<file path="src/rtl/uart_irq_pkg.sv">
package uart_irq_pkg;
    typedef enum logic [1:0] {
        TX_QUIET = 2'd0,
        TX_ARMED = 2'd1,
        TX_ACKED = 2'd2
    } tx_state_e;

    localparam logic [3:0] CODE_NONE  = 4'b0001;
    localparam logic [3:0] CODE_LINE  = 4'b0110;
    localparam logic [3:0] CODE_RXLVL = 4'b0100;
    localparam logic [3:0] CODE_RXTO  = 4'b1100;
    localparam logic [3:0] CODE_TX    = 4'b0010;
    localparam logic [3:0] CODE_MODEM = 4'b0000;

    localparam int EN_RX    = 0;
    localparam int EN_TX    = 1;
    localparam int EN_LINE  = 2;
    localparam int EN_MODEM = 3;
    localparam int EN_DMA   = 4;
    localparam int EN_TXEMP = 5;
    localparam int EN_W     = 6;
endpackage

</file>
<file path="src/rtl/irq_sticky.sv">
module irq_sticky #(
    parameter int W = 4
) (
    input  logic         clk,
    input  logic         rst_n,
    input  logic [W-1:0] set,
    input  logic [W-1:0] clr,
    output logic [W-1:0] q
);
    for (genvar i = 0; i < W; i++) begin : g_flag
        always_ff @(posedge clk or negedge rst_n) begin
            if (!rst_n) begin
                q[i] <= 1'b0;
            end else if (set[i]) begin
                q[i] <= 1'b1;
            end else if (clr[i]) begin
                q[i] <= 1'b0;
            end
        end
    end
endmodule

</file>
<file path="src/rtl/irq_tx_tracker.sv">
module irq_tx_tracker
    import uart_irq_pkg::*;
(
    input  logic clk,
    input  logic rst_n,
    input  logic level,
    input  logic ack,
    output logic pending
);
    tx_state_e state, nxt;

    always_ff @(posedge clk or negedge rst_n) begin
        if (!rst_n) begin
            state <= TX_QUIET;
        end else begin
            state <= nxt;
        end
    end

    always_comb begin
        nxt = state;
        unique case (state)
            TX_QUIET: if (level) nxt = ack ? TX_ACKED : TX_ARMED;
            TX_ARMED: begin
                if (!level) begin
                    nxt = TX_QUIET;
                end else if (ack) begin
                    nxt = TX_ACKED;
                end
            end
            TX_ACKED: if (!level) nxt = TX_QUIET;
            default:  nxt = TX_QUIET;
        endcase
    end

    always_comb begin
        pending = (state == TX_ARMED);
    end
endmodule

</file>
<file path="src/rtl/irq_legacy_encode.sv">
module irq_legacy_encode
    import uart_irq_pkg::*;
(
    input  logic       line_on,
    input  logic       rxto_on,
    input  logic       rxlvl_on,
    input  logic       tx_on,
    input  logic       modem_on,
    output logic [3:0] code
);
    always_comb begin
        if (line_on) begin
            code = CODE_LINE;
        end else if (rxto_on) begin
            code = CODE_RXTO;
        end else if (rxlvl_on) begin
            code = CODE_RXLVL;
        end else if (tx_on) begin
            code = CODE_TX;
        end else if (modem_on) begin
            code = CODE_MODEM;
        end else begin
            code = CODE_NONE;
        end
    end
endmodule

</file>
<file path="src/rtl/uart_irq_ident.sv">
module uart_irq_ident
    import uart_irq_pkg::*;
#(
    parameter int MS_W = 4,
    parameter int ID_W = 8
) (
    input  logic            clk,
    input  logic            rst_n,
    input  logic            ext_mode,
    input  logic            fifo_en,
    input  logic [EN_W-1:0] ier,
    input  logic            line_err_evt,
    input  logic            rx_level_hi,
    input  logic            rx_timeout_evt,
    input  logic            tx_low,
    input  logic            tx_shift_empty_evt,
    input  logic            dma_evt,
    input  logic [MS_W-1:0] ms_delta,
    input  logic            rd_id,
    input  logic            rd_lsr,
    input  logic            rd_msr,
    input  logic            rd_rx,
    input  logic            wr_tx,
    output logic [ID_W-1:0] id_value,
    output logic            irq
);
    localparam int SF_LINE  = 0;
    localparam int SF_RXTO  = 1;
    localparam int SF_DMA   = 2;
    localparam int SF_TXEMP = 3;
    localparam int SF_MS0   = 4;
    localparam int SF_W     = SF_MS0 + MS_W;

    logic [SF_W-1:0] sf_set, sf_clr, sf_q;
    logic            modem_pend;
    logic            tx_pend;
    logic            tx_ack;
    logic [3:0]      code;
    logic [EN_W-1:0] bitmap;

    always_comb begin
        sf_set = '0;
        sf_clr = '0;
        sf_set[SF_LINE]  = line_err_evt;
        sf_clr[SF_LINE]  = rd_lsr;
        sf_set[SF_RXTO]  = rx_timeout_evt;
        sf_clr[SF_RXTO]  = rd_rx;
        sf_set[SF_DMA]   = dma_evt;
        sf_clr[SF_DMA]   = rd_id & ext_mode;
        sf_set[SF_TXEMP] = tx_shift_empty_evt;
        sf_clr[SF_TXEMP] = wr_tx;
        sf_set[SF_W-1:SF_MS0] = ms_delta;
        sf_clr[SF_W-1:SF_MS0] = {MS_W{rd_msr}};
    end

    irq_sticky #(.W(SF_W)) u_flags (
        .clk   (clk),
        .rst_n (rst_n),
        .set   (sf_set),
        .clr   (sf_clr),
        .q     (sf_q)
    );

    assign modem_pend = |sf_q[SF_W-1:SF_MS0];

    irq_legacy_encode u_encode (
        .line_on  (sf_q[SF_LINE] & ier[EN_LINE]),
        .rxto_on  (sf_q[SF_RXTO] & ier[EN_RX]),
        .rxlvl_on (rx_level_hi & ier[EN_RX]),
        .tx_on    (tx_pend & ier[EN_TX]),
        .modem_on (modem_pend & ier[EN_MODEM]),
        .code     (code)
    );

    assign tx_ack = wr_tx | (rd_id & ~ext_mode & (code == CODE_TX));

    irq_tx_tracker u_tx (
        .clk     (clk),
        .rst_n   (rst_n),
        .level   (tx_low),
        .ack     (tx_ack),
        .pending (tx_pend)
    );

    always_comb begin
        bitmap = '0;
        bitmap[EN_RX]    = rx_level_hi | (fifo_en & sf_q[SF_RXTO]);
        bitmap[EN_TX]    = tx_pend;
        bitmap[EN_LINE]  = sf_q[SF_LINE];
        bitmap[EN_MODEM] = modem_pend;
        bitmap[EN_DMA]   = sf_q[SF_DMA];
        bitmap[EN_TXEMP] = sf_q[SF_TXEMP];
    end

    always_comb begin
        id_value = '0;
        if (ext_mode) begin
            id_value[EN_W-1:0] = bitmap;
            irq = |(bitmap & ier);
        end else begin
            id_value[3:0] = code;
            irq = (sf_q[SF_LINE] & ier[EN_LINE])
                | ((sf_q[SF_RXTO] | rx_level_hi) & ier[EN_RX])
                | (tx_pend & ier[EN_TX])
                | (modem_pend & ier[EN_MODEM]);
        end
    end
endmodule

</file>
<file path="config.mk">
export PLATFORM = sky130hd
export DESIGN_NAME = uart_irq_ident
export DESIGN_NICKNAME = d
export VERILOG_FILES = /design/src/rtl/uart_irq_pkg.sv /design/src/rtl/irq_sticky.sv /design/src/rtl/irq_tx_tracker.sv /design/src/rtl/irq_legacy_encode.sv /design/src/rtl/uart_irq_ident.sv
export SDC_FILE = /design/constraint.sdc
export NUM_CORES = 1
export LEC_CHECK = 0
export ABC_AREA = 1
export BUFFER_PORTS_ARGS = -buffer_cell sky130_fd_sc_hd__buf_2
export CELL_PAD_IN_SITES_DETAIL_PLACEMENT = 1
export CELL_PAD_IN_SITES_GLOBAL_PLACEMENT = 2
export CORE_AREA = 10 10 61 63
export CTS_BUF_LIST = sky130_fd_sc_hd__clkbuf_2
export DETAILED_ROUTE_END_ITERATION = 6
export DIE_AREA = 0 0 71 73
export PLACE_DENSITY = 0.81
export SYNTH_ARGS = -nofsm -noshare
export SYNTH_HDL_FRONTEND = slang
export SYNTH_SLANG_ARGS = --single-unit
</file>
<file path="constraint.sdc">
create_clock -name clk -period 2.18 [get_ports clk]
set_input_delay 0.109 -clock clk [delete_from_list [all_inputs] [get_ports clk]]
set_output_delay 0.109 -clock clk [all_outputs]
set_load 0.1 [all_outputs]
</file>
; Word-level counts from Yosys, hierarchy flattened
; Cells that the tools add are included.
; Widths: inputs -> output; s select.
[classes]
n_mux = 27
reduce_logical = 12
bitwise = 18
eq_ne = 6
[op_table]
columns = operator, count
row1 = $mux 4, 5
row2 = $reduce_bool 2->1, 8
row3 = $mux 1, 15
row4 = $mux 2, 6
row5 = $and 1x1->1, 10
row6 = $and 6x6->6, 1
row7 = $or 1x1->1, 6
row8 = $pmux 2 s3, 1
row9 = $reduce_or 6->1, 1
row10 = $eq 4x2->1 const B, 1
row11 = $ne 2x2->1 const B, 2
row12 = $reduce_or 4->1, 1
row13 = $ne 3x2->1 const B, 1
row14 = $reduce_and 3->1, 1
row15 = $eq 2x1->1 const B, 1
row16 = $eq 2x2->1 const B, 1
row17 = $logic_not 2->1, 1
row18 = $not 1->1, 1
[totals]
input_bits = 25
elab_cells = 72
ff_bits = 10

; Logic depth before layout (Yosys ltp)
; Gate-level depths: netlist of the first run.
[logic_depth]
ltp_word = 13
mapped_depth = 6
mapped_depth_nobuf = 6

; By module
; From an unflattened synthesis of the first run, not the netlist that was laid out.
[unflattened]
cells_unflattened = 109
hier_area_um2 = 678.2
[by_module_without_submodules]
columns = mod, area_per_inst_um2, cells_per_inst, seq_area_each_um2, instances
row1 = irq_sticky, 320.3, 40, 200.2, 1
row2 = uart_irq_ident, 229.0, 49, 0.0, 1
row3 = irq_tx_tracker, 80.1, 9, 50.0, 1
row4 = irq_legacy_encode, 48.8, 11, 0.0, 1

; Worst setup path after synthesis of the first run
; OpenSTA, ideal clock, no wires.
[synth_path]
path_type = reg2out
startpoint = register u_flags.q[0]
endpoint = output port id_value[3]
required_time_ns = 2.071
n_path_buf = 0
path_slack_ns = -0.601
arrival_time_ns = 2.672
stages_incl_launch_ff = 4
cell_sequence = dfrtp_1 nand2_1 nand3_1 o21ai_0
[synth_between]
elab_chain_len = 3
[synth_rtl]
columns = item, line
row1 = from (decl), irq_sticky.sv:8  ; output logic [W-1:0] q
row2 = "from (signal, indexed assignment)", irq_sticky.sv:13  ; q[i] <= 1'b0;
row3 = "from (signal, indexed assignment)", irq_sticky.sv:15  ; q[i] <= 1'b1;
row4 = "from (signal, indexed assignment)", irq_sticky.sv:17  ; q[i] <= 1'b0;
row5 = $and 1x1->1, uart_irq_ident.sv:67  ; .line_on (sf_q[SF_LINE] & ier[EN_LINE]),
row6 = $mux 4, irq_legacy_encode.sv:12  ; if (line_on) begin
row7 = $mux 4, uart_irq_ident.sv:97  ; if (ext_mode) begin
row8 = to (decl), uart_irq_ident.sv:24  ; output logic [ID_W-1:0] id_value,
; No other way between the ends.

; Final worst setup path of the first run
[layout_path]
startpoint = register u_flags.q[1]
endpoint = output port id_value[0]
[layout_between]
elab_chain_len = 4
[layout_rtl]
columns = item, line
row1 = $and 1x1->1, uart_irq_ident.sv:68  ; .rxto_on (sf_q[SF_RXTO] & ier[EN_RX]),
row2 = $mux 4, irq_legacy_encode.sv:14  ; end else if (rxto_on) begin
row3 = $mux 4, irq_legacy_encode.sv:12
row4 = $mux 4 *, uart_irq_ident.sv:97
; Mark *: on every way between the ends. The rest lies on a longest branch, timed or not.

==> impl_metrics.prom, run 1 <==
# TYPE chip_impl_metric gauge
chip_impl_metric{name="drive_gt1_frac",unit=""} 0.369
chip_impl_metric{name="io_buffers",unit=""} 31
chip_impl_metric{name="start_util",unit=""} 0.227
chip_impl_info{name="grt_setup_unrepaired",value="false"} 1
chip_impl_metric{name="yosys_warnings",unit=""} 0
chip_impl_metric{name="finish.utilization",unit=""} 0.306
chip_impl_metric{name="maximum_number_of_pins_on_one_net_before_global_route_repair",unit=""} 11
chip_impl_metric{name="ff2ff_path_depth",unit=""} 4
chip_impl_metric{name="finalNonFillerCells",unit=""} 142
chip_impl_metric{name="via_count_of_the_first_global_routing_pass",unit=""} 621
chip_impl_metric{name="time_the_final_worst_path_needs_with_i_o_delays_and_setup",unit="ns"} 1.72
chip_impl_metric{name="post-place-cells",unit=""} 137
chip_impl_metric{name="dr_total_vias",unit=""} 589
chip_impl_metric{name="floorplan.core_area",unit="sq mm"} 0.00262
chip_impl_metric{name="antenna_cells_inserted",unit=""} 0
chip_impl_metric{name="vias_per_cell",unit=""} 4.15
chip_impl_metric{name="first_pass_iters",unit=""} 4
chip_impl_metric{name="clock_skew",unit="ns"} 0.00363
chip_impl_metric{name="io_pins",unit=""} 34
chip_impl_metric{name="clockPowerShare",unit=""} 0.198
chip_impl_info{name="worstSetupEndpointType",value="output port"} 1
chip_impl_metric{name="yosysUniqueCellTypes",unit=""} 21
chip_impl_metric{name="h-tree-depth",unit=""} 1
chip_impl_info{name="run_status",value="finished, final reports clean"} 1
chip_impl_info{name="min_path_type",value="in2reg"} 1
chip_impl_metric{name="leakagePower",unit="nW"} 0.474
chip_impl_metric{name="first_pass_grt_wire_length",unit="mm"} 2.73
chip_impl_info{name="r2r_start",value="u_flags.q[1]"} 1
chip_impl_info{name="worstSetupEndpoint",value="id_value[0]"} 1
chip_impl_metric{name="number_of_synthesized_register_bits",unit=""} 10
chip_impl_metric{name="setup_viol",unit=""} 0
chip_impl_metric{name="die_height",unit="microns"} 73
chip_impl_info{name="most-common-layout-cells",value="31 x sky130_fd_sc_hd__buf_2, 19 x sky130_fd_sc_hd__nand2_1, 13 x sky130_fd_sc_hd__inv_1"} 1
chip_impl_metric{name="synthToLayoutAreaGrowth",unit="%"} 34.8
chip_impl_metric{name="ant_nets",unit=""} 0
chip_impl_info{name="final_common_cell",value="sky130_fd_sc_hd__buf_2"} 1
chip_impl_metric{name="clk_pin_slew",unit="ns"} 0.09
chip_impl_metric{name="slew_viol_final",unit=""} 0
chip_impl_metric{name="seq_power_share",unit=""} 0.425
chip_impl_metric{name="cts_buffers",unit=""} 3
chip_impl_metric{name="dieArea",unit="sq mm"} 0.00518
chip_impl_metric{name="clock_sinks",unit=""} 10
chip_impl_metric{name="power.combinational.fraction",unit=""} 0.377
chip_impl_metric{name="seq_area_frac_synth",unit=""} 0.422
chip_impl_info{name="cts_root_buf",value="sky130_fd_sc_hd__clkbuf_2"} 1
chip_impl_metric{name="critPathArrivalTime",unit="ns"} 1.61
chip_impl_info{name="timing.critical_path.from_type",value="flop"} 1
chip_impl_metric{name="place_area",unit="sq um"} 764
chip_impl_metric{name="power_switching_share",unit=""} 0.419
chip_impl_metric{name="tns",unit="ns"} 0
chip_impl_metric{name="detailedRoute.firstIterationViolations",unit=""} 6
chip_impl_metric{name="rows",unit=""} 19
chip_impl_metric{name="grt.overflow.total",unit=""} 0
chip_impl_metric{name="p_sw",unit="uW"} 202
chip_impl_metric{name="die_w",unit="microns"} 71
chip_impl_metric{name="power-per-cell-area",unit="mW/mm^2"} 604
chip_impl_metric{name="final_hpwl_from_detailed_placement",unit="mm"} 1.48
chip_impl_metric{name="wire_per_inst",unit="microns"} 11.6
chip_impl_info{name="path_class",value="reg2out"} 1
chip_impl_metric{name="gp_congestion",unit=""} 0.700
chip_impl_metric{name="max-vdd-ir-drop",unit="V"} 0.000297
chip_impl_metric{name="max_clock_freq",unit="MHz"} 581
chip_impl_metric{name="critical_path.max_fanout",unit=""} 4
chip_impl_metric{name="syn_area_per_cell",unit="sq um"} 7.70
chip_impl_metric{name="worst_skew_pair.late_latency",unit="ns"} 0.24
chip_impl_metric{name="timing.final.hold_violations",unit=""} 0
chip_impl_metric{name="max-cap-violations",unit=""} 0
chip_impl_metric{name="final_net_count",unit=""} 138
chip_impl_metric{name="cts_setup_buffers",unit=""} 0
chip_impl_metric{name="routed_wirelength",unit="mm"} 1.65
chip_impl_metric{name="postSynthCellCount",unit=""} 77
chip_impl_metric{name="grt_antenna_before_repair",unit=""} 0
chip_impl_metric{name="syn_std_cell_area",unit="sq um"} 593
chip_impl_metric{name="drc_errors_left",unit=""} 0
chip_impl_info{name="clock_tree_from_tritoncts",value="built"} 1
chip_impl_metric{name="required_time_at_the_worst_slack_endpoint",unit="ns"} 2.07
chip_impl_metric{name="timing.reg2reg.setup_slack",unit="ns"} 1.14
chip_impl_metric{name="fin_total_pwr",unit="uW"} 483
chip_impl_metric{name="grt_use_total",unit=""} 0.0640
chip_impl_metric{name="p_int",unit="uW"} 280
chip_impl_info{name="setup.worst_path.start",value="u_flags.q[1]"} 1
chip_impl_metric{name="cts_max_path_buffers",unit=""} 2
chip_impl_metric{name="postLayoutCellArea",unit="sq um"} 800
chip_impl_info{name="reg2reg_to",value="u_tx.state[0]"} 1
chip_impl_metric{name="layout_worst_path_cycle_share",unit=""} 0.790
-- worst min-delay path by stage --
stage / from / end / slack [ns] / depth (start not counted)
2_1_floorplan: rst_n / u_flags.q[0] / -0.19 / 0
3_3_place_gp: rst_n / u_flags.q[3] / -0.02 / 1
3_5_place_dp: rst_n / u_flags.q[3] / -0.02 / 1
4_1_cts: rd_rx / u_flags.q[1] / 0.02 / 2
5_1_grt: rd_lsr / u_flags.q[0] / 0.01 / 2
6_report: rd_lsr / u_flags.q[0] / 0.05 / 2
-- cell type report --
type / count / area (sq um)
fillers: 350 / 1820
repair buffers: 33 / 175
multi-input cells: 50 / 264
well taps: 31 / 38.8
clock buffers: 3 / 15.0
flip-flops and latches: 10 / 250
inverters: 15 / 56.3
-- per-stage QoR --
stage	hold slack [ns]	setup slack (ns)
2_1_floorplan	-0.187	0.0616
3_3_place_gp	-0.0183	0.711
3_5_place_dp	-0.0162	0.710
4_1_cts	0.0183	0.416
5_1_grt	0.0129	0.290
6_report	0.0451	0.458
-- synth_stat cells, drive strengths merged --
cell type / number / area share
o21ai: 3 / 0.032
dfrtp: 10 / 0.42
nor3: 1 / 0.017
nand3: 4 / 0.034
inv: 15 / 0.095
o21bai: 7 / 0.089
nor2: 5 / 0.044
buf: 3 / 0.044
o21a: 1 / 0.013
nand4: 2 / 0.021
a21oi: 3 / 0.025
a21o: 2 / 0.027
conb: 1 / 0.0063
nand2: 20 / 0.13
-- logic make-up (layout without fill, tap and decap cells) --
family,Yosys count,count (layout),share of synthesized area
AOI/OAI and AO/OA,16,16,0.186
and+or+nand+nor,32,32,0.247
DFF,10,10,0.422
other,1,2,0.00632
buffers and inverters,18,51,0.139
-- flip-flops by register name, summed over array words and instances, names as in the netlist --
signal and flops:
u_flags.q 8, u_tx.state 2
-- power by group through the flow --
stage | Combinational [mW] | Clock [mW] | Sequential, mW
CTS | 0.183 | 0.102 | 0.205
finish | 0.182 | 0.0956 | 0.205
detailed placement | 0.182 | 0 | 0.209
global route | 0.196 | 0.115 | 0.207
floorplan | 0.140 | 0 | 0.208
global placement | 0.180 | 0 | 0.209
-- metal layers --
layer  wire length, microns  track usage  vias to the layer above  part of all wire
li1                       -            -                      308                 -
met1                    758       0.0746                      263              0.46
met2                    816        0.101                       16              0.49
met3                     70       0.0190                        2             0.042
met4                      8       0.0387                        0            0.0048
met5                      0            0                        -                 0
-- worst max-delay path, cell delays in order, from the launching register on --
cell and delay, ns:
sky130_fd_sc_hd__dfrtp_1 0.43, sky130_fd_sc_hd__o21ai_2 0.22, sky130_fd_sc_hd__nand2_1 0.08, sky130_fd_sc_hd__nor2_1 0.09, sky130_fd_sc_hd__nand3_1 0.07, sky130_fd_sc_hd__nand2_1 0.06
sky130_fd_sc_hd__buf_2 0.42
-- what timing repair did --
action	in CTS	in global routing
hold buffers	1	1
resized for setup	0	0
endpoints found under the hold margin	10	1
No activity file was read; power rests on OpenSTA's default activity.
==> inputs of run 2 (changes only) <==
ABC_AREA = 0   (was 1)
CORE_AREA = 10 10 62 64   (was 10 10 61 63)
DIE_AREA = 0 0 72 74   (was 0 0 71 73)
PLACE_DENSITY = 0.74   (was 0.81)
clock period = 1.4 ns   (was 2.18 ns; I/O delays follow)
==> impl_metrics.prom, run 2 <==
# TYPE chip_impl_metric gauge
chip_impl_metric{name="multi_input_comb_area",unit="sq um"} 304
chip_impl_metric{name="synth-edff-count",unit=""} 0
chip_impl_info{name="clock_tree_from_tritoncts",value="built"} 1
chip_impl_metric{name="yosysUniqueCellTypes",unit=""} 23
chip_impl_metric{name="layout.filler_cells",unit=""} 317
chip_impl_metric{name="max-cap-violations",unit=""} 0
chip_impl_metric{name="yosys_warnings",unit=""} 0
chip_impl_metric{name="max_clock_freq",unit="MHz"} 529
chip_impl_metric{name="seq_area_frac_synth",unit=""} 0.463
chip_impl_metric{name="dr_total_vias",unit=""} 635
chip_impl_metric{name="cts_max_path_buffers",unit=""} 2
chip_impl_metric{name="tns",unit="ns"} -1.38
chip_impl_info{name="grt_setup_unrepaired",value="true"} 1
chip_impl_metric{name="die_w",unit="microns"} 72
chip_impl_metric{name="final_hpwl_from_detailed_placement",unit="mm"} 1.59
chip_impl_metric{name="power-per-cell-area",unit="mW/mm^2"} 847
chip_impl_info{name="synth_top_cell_by_area",value="sky130_fd_sc_hd__dfrtp_1"} 1
chip_impl_info{name="ys_top_cells_by_area",value="sky130_fd_sc_hd__dfrtp_1 46%, sky130_fd_sc_hd__a21o_1 11%, sky130_fd_sc_hd__nand2_1 4.9%"} 1
chip_impl_metric{name="finalNonFillerCells",unit=""} 143
chip_impl_metric{name="synthArstFlopShare",unit=""} 1.00
chip_impl_metric{name="worst_skew_pair.late_latency",unit="ns"} 0.29
chip_impl_metric{name="clock_skew",unit="ns"} 0.00829
chip_impl_metric{name="drc_errors_left",unit=""} 0
chip_impl_metric{name="routed_wirelength",unit="mm"} 2.11
chip_impl_info{name="timing.critical_path.from_type",value="flop"} 1
chip_impl_info{name="reg2reg_to",value="u_flags.q[0]"} 1
chip_impl_metric{name="dpl_worst_slack",unit="ns"} -0.292
chip_impl_info{name="worstSetupEndpointType",value="output port"} 1
chip_impl_info{name="biggestRegsByFlops",value="u_flags.q: 8 flops, u_tx.state: 2 flops"} 1
chip_impl_metric{name="area_share_of_the_largest_cell_type_after_synthesis",unit=""} 0.463
chip_impl_metric{name="postSynthCellCount",unit=""} 57
chip_impl_metric{name="synthToLayoutAreaGrowth",unit="%"} 96.1
chip_impl_metric{name="clock_sinks",unit=""} 10
chip_impl_metric{name="dieArea",unit="sq mm"} 0.00533
chip_impl_metric{name="post-place-cells",unit=""} 124
chip_impl_metric{name="finish.utilization",unit=""} 0.398
chip_impl_metric{name="ff2ff_path_depth",unit=""} 3
chip_impl_metric{name="max-vdd-ir-drop",unit="V"} 0.000437
chip_impl_metric{name="slew_viol_final",unit=""} 0
chip_impl_metric{name="setup_slack",unit="ns"} -0.491
chip_impl_metric{name="timing.final.hold_violations",unit=""} 0
chip_impl_metric{name="grt.overflow.total",unit=""} 0
chip_impl_metric{name="timing.reg2reg.setup_slack",unit="ns"} 0.14
chip_impl_metric{name="fin_total_pwr",unit="uW"} 898
chip_impl_info{name="largest-register",value="u_flags.q"} 1
chip_impl_info{name="path_class",value="reg2out"} 1
chip_impl_metric{name="drive_gt1_frac",unit=""} 0.527
chip_impl_metric{name="critical_path.max_fanout",unit=""} 2
chip_impl_info{name="yosysMostFrequentCell",value="sky130_fd_sc_hd__dfrtp_1"} 1
chip_impl_info{name="synthTopCellsByCount",value="10 x sky130_fd_sc_hd__dfrtp_1, 8 x sky130_fd_sc_hd__a21o_1, 7 x sky130_fd_sc_hd__nand2_1"} 1
chip_impl_metric{name="clk_pin_slew",unit="ns"} 0.12
chip_impl_metric{name="gp_congestion",unit=""} 0.698
chip_impl_metric{name="layout_worst_path_cycle_share",unit=""} 1.35
chip_impl_metric{name="rows",unit=""} 19
chip_impl_metric{name="wire_per_inst",unit="microns"} 14.8
chip_impl_metric{name="floorplan.core_area",unit="sq mm"} 0.00266
chip_impl_metric{name="critPathArrivalTime",unit="ns"} 1.82
chip_impl_info{name="final_common_cell",value="sky130_fd_sc_hd__buf_2"} 1
chip_impl_metric{name="largest_reg_flops",unit=""} 8
chip_impl_metric{name="leakagePower",unit="nW"} 0.534
chip_impl_metric{name="final_net_count",unit=""} 138
chip_impl_metric{name="maximum_number_of_pins_on_one_net_before_global_route_repair",unit=""} 12
chip_impl_metric{name="start_util",unit=""} 0.203
chip_impl_info{name="cts_root_buf",value="sky130_fd_sc_hd__clkbuf_2"} 1
chip_impl_info{name="synth_ff_type",value="sky130_fd_sc_hd__dfrtp_1"} 1
chip_impl_info{name="r2r_start",value="u_flags.q[0]"} 1
chip_impl_info{name="hold_path_startpoint",value="tx_low"} 1
chip_impl_metric{name="grt_antenna_before_repair",unit=""} 0
chip_impl_metric{name="number_of_synthesized_register_bits",unit=""} 10
chip_impl_metric{name="h-tree-depth",unit=""} 1
chip_impl_metric{name="io_buffers",unit=""} 31
chip_impl_metric{name="required_time_at_the_worst_slack_endpoint",unit="ns"} 1.33
chip_impl_metric{name="io_pins",unit=""} 34
chip_impl_metric{name="time_the_final_worst_path_needs_with_i_o_delays_and_setup",unit="ns"} 1.89
chip_impl_metric{name="vias_per_cell",unit=""} 4.44
chip_impl_info{name="worstSetupEndpoint",value="irq"} 1
chip_impl_metric{name="detailedRoute.firstIterationViolations",unit=""} 7
chip_impl_metric{name="sequential_cell_area",unit="sq um"} 251
chip_impl_info{name="min_path_type",value="in2reg"} 1
chip_impl_metric{name="ant_nets",unit=""} 0
chip_impl_metric{name="setup_viol",unit=""} 5
chip_impl_metric{name="first_pass_grt_wire_length",unit="mm"} 3.45
chip_impl_metric{name="antenna_cells_inserted",unit=""} 0
chip_impl_metric{name="syn_area_per_cell",unit="sq um"} 9.48
chip_impl_metric{name="grt_use_total",unit=""} 0.0833
chip_impl_metric{name="cts_buffers",unit=""} 3
chip_impl_info{name="run_status",value="finished, violations left"} 1
chip_impl_metric{name="die_height",unit="microns"} 74
chip_impl_metric{name="syn_std_cell_area",unit="sq um"} 541
chip_impl_metric{name="first_pass_iters",unit=""} 5
chip_impl_metric{name="via_count_of_the_first_global_routing_pass",unit=""} 734
chip_impl_info{name="violations",value="negative setup slack"} 1
chip_impl_info{name="setup.worst_path.start",value="u_flags.q[6]"} 1
chip_impl_info{name="most-common-layout-cells",value="26 x sky130_fd_sc_hd__buf_2, 11 x sky130_fd_sc_hd__buf_4, 10 x sky130_fd_sc_hd__dlygate4sd3_1"} 1
## run 2: cells by family (layout without fill, tap and decap cells)
family | after synthesis | in the layout | share of synthesized area
AOI/OAI and AO/OA | 21 | 21 | 0.287
buffers and inverters | 9 | 63 | 0.0833
other | 1 | 2 | 0.00694
and+or+nand+nor | 16 | 16 | 0.160
DFF | 10 | 10 | 0.463
## run 2: stage by stage
step,hold WS [ns],cell area [sq um]
2_1_floorplan,-0.226,573
3_3_place_gp,-0.0582,842
3_5_place_dp,-0.0508,842
4_1_cts,0.000000416,1050
5_1_grt,0.0249,1060
6_report,0.00756,1060
## run 2: metal layers
layer / share of wire / GRT usage
met2: 0.52 / 0.152
met1: 0.37 / 0.0759
met5: 0 / 0
met4: 0.023 / 0.0516
met3: 0.085 / 0.0346
## run 2: how the worst min path moves through the flow
stage                          to  slack [ns]  cells after the start
global placement     u_flags.q[3]       -0.06                      1
CTS                 u_tx.state[1]   0.0000004                      3
finish              u_tx.state[1]       0.008                      3
global route        u_tx.state[1]        0.02                      3
floorplan            u_flags.q[0]       -0.23                      0
detailed placement   u_flags.q[3]       -0.05                      1
## run 2: final cells by class
cell class | count | share of cell area
sequential | 10 | 0.237
inverter | 6 | 0.0213
timing repair buffer | 53 | 0.400
tap | 31 | 0.0366
clock inverter | 1 | 0.00354
clock buffer | 3 | 0.0142
multi-input combinational | 39 | 0.287
## run 2: power by group
part | total [mW] | internal (mW) | switching (mW)
Combinational | 0.392 | 0.157 | 0.235
Clock | 0.182 | 0.0619 | 0.120
Sequential | 0.324 | 0.308 | 0.0153
Total | 0.898 | 0.528 | 0.370
## run 2: repair_timing
action | CTS | global route
cloned | 0 | 0
endpoints found under the setup margin | 5 | 5
gates resized for setup | 13 | 3
pin swaps | 4 | 2
hold buffers | 10 | 0
endpoints found under the hold margin | 18 | 0
buffers inserted | 4 | 1
## run 2: worst max-delay path: stages (launching register included)
cell and delay (ns):
sky130_fd_sc_hd__dfrtp_1 0.40, sky130_fd_sc_hd__or4_4 0.54, sky130_fd_sc_hd__a21o_1 0.21, sky130_fd_sc_hd__a21o_2 0.22
sky130_fd_sc_hd__buf_12 0.17
==> inputs of run 3 (changes only) <==
MAX_ROUTING_LAYER = met4   (was unset)
==> impl_metrics.prom, run 3 (synthesis results as in run 2) <==
# TYPE chip_impl_metric gauge
chip_impl_metric{name="die_w",unit="microns"} 72
chip_impl_metric{name="cts_buffers",unit=""} 3
chip_impl_metric{name="routed_wirelength",unit="mm"} 2.10
chip_impl_metric{name="grt_antenna_before_repair",unit=""} 0
chip_impl_metric{name="clock_skew",unit="ns"} 0.00787
chip_impl_metric{name="io_buffers",unit=""} 31
chip_impl_metric{name="seq_power_share",unit=""} 0.362
chip_impl_metric{name="io_pins",unit=""} 34
chip_impl_metric{name="cts_max_path_buffers",unit=""} 2
chip_impl_metric{name="p_sw",unit="uW"} 365
chip_impl_metric{name="timing.final.hold_violations",unit=""} 0
chip_impl_metric{name="h-tree-depth",unit=""} 1
chip_impl_info{name="timing.critical_path.from_type",value="flop"} 1
chip_impl_metric{name="max-cap-violations",unit=""} 0
chip_impl_metric{name="finish.utilization",unit=""} 0.398
chip_impl_metric{name="power_switching_share",unit=""} 0.409
chip_impl_info{name="run_status",value="finished, violations left"} 1
chip_impl_metric{name="leakagePower",unit="nW"} 0.534
chip_impl_metric{name="synthToLayoutAreaGrowth",unit="%"} 96.1
chip_impl_metric{name="required_time_at_the_worst_slack_endpoint",unit="ns"} 1.33
chip_impl_metric{name="layout_worst_path_cycle_share",unit=""} 1.34
chip_impl_metric{name="dieArea",unit="sq mm"} 0.00533
chip_impl_metric{name="grt_use_total",unit=""} 0.0858
chip_impl_metric{name="ant_nets",unit=""} 0
chip_impl_metric{name="postLayoutCellArea",unit="sq mm"} 0.00106
chip_impl_metric{name="die_height",unit="microns"} 74
chip_impl_metric{name="finalNonFillerCells",unit=""} 143
chip_impl_info{name="clock_tree_from_tritoncts",value="built"} 1
chip_impl_metric{name="critical_path.max_fanout",unit=""} 2
chip_impl_metric{name="setup_viol",unit=""} 5
chip_impl_metric{name="max_clock_freq",unit="MHz"} 532
chip_impl_metric{name="worst_skew_pair.late_latency",unit="ns"} 0.28
chip_impl_metric{name="final_net_count",unit=""} 138
chip_impl_metric{name="critPathArrivalTime",unit="ns"} 1.81
chip_impl_metric{name="first_pass_grt_wire_length",unit="mm"} 3.44
chip_impl_metric{name="rows",unit=""} 19
chip_impl_metric{name="dr_total_vias",unit=""} 632
chip_impl_info{name="biggestRegsByFlops",value="u_flags.q: 8 flops, u_tx.state: 2 flops"} 1
chip_impl_metric{name="first_pass_iters",unit=""} 4
chip_impl_metric{name="p_int",unit="uW"} 528
chip_impl_metric{name="time_the_final_worst_path_needs_with_i_o_delays_and_setup",unit="ns"} 1.88
chip_impl_metric{name="drive_gt1_frac",unit=""} 0.527
chip_impl_metric{name="setup_slack",unit="ns"} -0.480
chip_impl_metric{name="clk_pin_slew",unit="ns"} 0.11
chip_impl_metric{name="dpl_worst_slack",unit="ns"} -0.292
chip_impl_info{name="grt_setup_unrepaired",value="true"} 1
chip_impl_metric{name="via_count_of_the_first_global_routing_pass",unit=""} 736
chip_impl_metric{name="gp_congestion",unit=""} 0.706
chip_impl_metric{name="largest_reg_flops",unit=""} 8
chip_impl_metric{name="vias_per_cell",unit=""} 4.42
chip_impl_metric{name="clockPowerShare",unit=""} 0.199
chip_impl_info{name="largest-register",value="u_flags.q"} 1
chip_impl_metric{name="start_util",unit=""} 0.203
chip_impl_metric{name="drc_errors_left",unit=""} 0
chip_impl_metric{name="antenna_cells_inserted",unit=""} 0
chip_impl_metric{name="place_area",unit="sq um"} 842
chip_impl_metric{name="clock_sinks",unit=""} 10
chip_impl_info{name="path_class",value="reg2out"} 1
chip_impl_metric{name="grt.overflow.total",unit=""} 0
chip_impl_metric{name="power.combinational.fraction",unit=""} 0.439
chip_impl_metric{name="detailedRoute.firstIterationViolations",unit=""} 20
chip_impl_info{name="min_path_type",value="in2reg"} 1
chip_impl_metric{name="power-per-cell-area",unit="mW/mm^2"} 842
chip_impl_info{name="worstSetupEndpointType",value="output port"} 1
chip_impl_info{name="most-common-layout-cells",value="26 x sky130_fd_sc_hd__buf_2, 11 x sky130_fd_sc_hd__buf_4, 10 x sky130_fd_sc_hd__dlygate4sd3_1"} 1
chip_impl_info{name="cts_root_buf",value="sky130_fd_sc_hd__clkbuf_2"} 1
chip_impl_metric{name="max-vdd-ir-drop",unit="V"} 0.000431
chip_impl_metric{name="post-place-cells",unit=""} 124
chip_impl_info{name="final_common_cell",value="sky130_fd_sc_hd__buf_2"} 1
chip_impl_metric{name="tns",unit="ns"} -1.34
chip_impl_metric{name="wire_per_inst",unit="microns"} 14.7
chip_impl_metric{name="final_hpwl_from_detailed_placement",unit="mm"} 1.59
chip_impl_metric{name="floorplan.core_area",unit="sq mm"} 0.00266
chip_impl_info{name="violations",value="negative setup slack"} 1
chip_impl_metric{name="maximum_number_of_pins_on_one_net_before_global_route_repair",unit=""} 12
chip_impl_metric{name="slew_viol_final",unit=""} 0
[run 3: cell counts in the layout (fill, tap and decap cells not counted)]
Identical to the previous run, type by type.
[run 3: routing by layer]
metal	up-vias	routed length [microns]	GRT usage
met4	0	44	0.0516
met5	-	0	-
met1	295	824	0.0804
met3	7	120	0.0266
met2	23	1110	0.152
li1	307	-	-
[run 3: metrics by stage]
stage	total power, mW	hold slack, ns
finish	0.893	0.0142
floorplan	0.544	-0.226
global route	0.935	0.0249
CTS	0.900	0.000000416
global placement	0.659	-0.0582
detailed placement	0.663	-0.0508
[run 3: worst paths after layout]
check | from | endpoint | slack [ns] | cells past startpoint
max | u_flags.q[6] | irq | -0.48 | 4
min | tx_low | u_tx.state[1] | 0.01 | 3
max reg2reg | u_flags.q[0] | u_flags.q[0] | 0.13 | 3
min reg2reg | u_flags.q[2] | u_flags.q[2] | 0.51 | 1
max in group asynchronous | rst_n | u_flags.q[1] | 1.01 | 2
min in group asynchronous | rst_n | u_flags.q[7] | 0.17 | 2
[run 3: cell type report]
type / instances / area [sq um]
Tap cell: 31 / 38.8
Clock buffer: 3 / 15.0
Multi-Input combinational cell: 39 / 304
Clock inverter: 1 / 3.75
Inverter: 6 / 22.5
Sequential cell: 10 / 251
Fill cell: 317 / 1600
Timing Repair Buffer: 53 / 424
[run 3: what timing repair did]
action / 4_1_cts / 5_1_grt
gates cloned: 0 / 0
pin swaps: 4 / 2
endpoints found under the setup margin: 5 / 5
setup buffers: 4 / 1
hold buffers: 10 / 0
resized for setup: 13 / 3
hold endpoints to repair: 18 / 0
[run 3: critical path: stages (launching register included)]
cell	delay, ns
sky130_fd_sc_hd__dfrtp_1	0.40
sky130_fd_sc_hd__or4_4	0.54
sky130_fd_sc_hd__a21o_1	0.21
sky130_fd_sc_hd__a21o_2	0.22
sky130_fd_sc_hd__buf_12	0.17
[run 3: power by group through the flow]
| stage | combinational (mW) | clock, mW | sequential, mW |
|---|---|---|---|
| 2_1_floorplan | 0.219 | 0 | 0.325 |
| 3_3_place_gp | 0.332 | 0 | 0.327 |
| 3_5_place_dp | 0.334 | 0 | 0.329 |
| 4_1_cts | 0.388 | 0.189 | 0.323 |
| 6_report | 0.392 | 0.177 | 0.323 |
| 5_1_grt | 0.415 | 0.194 | 0.327 |
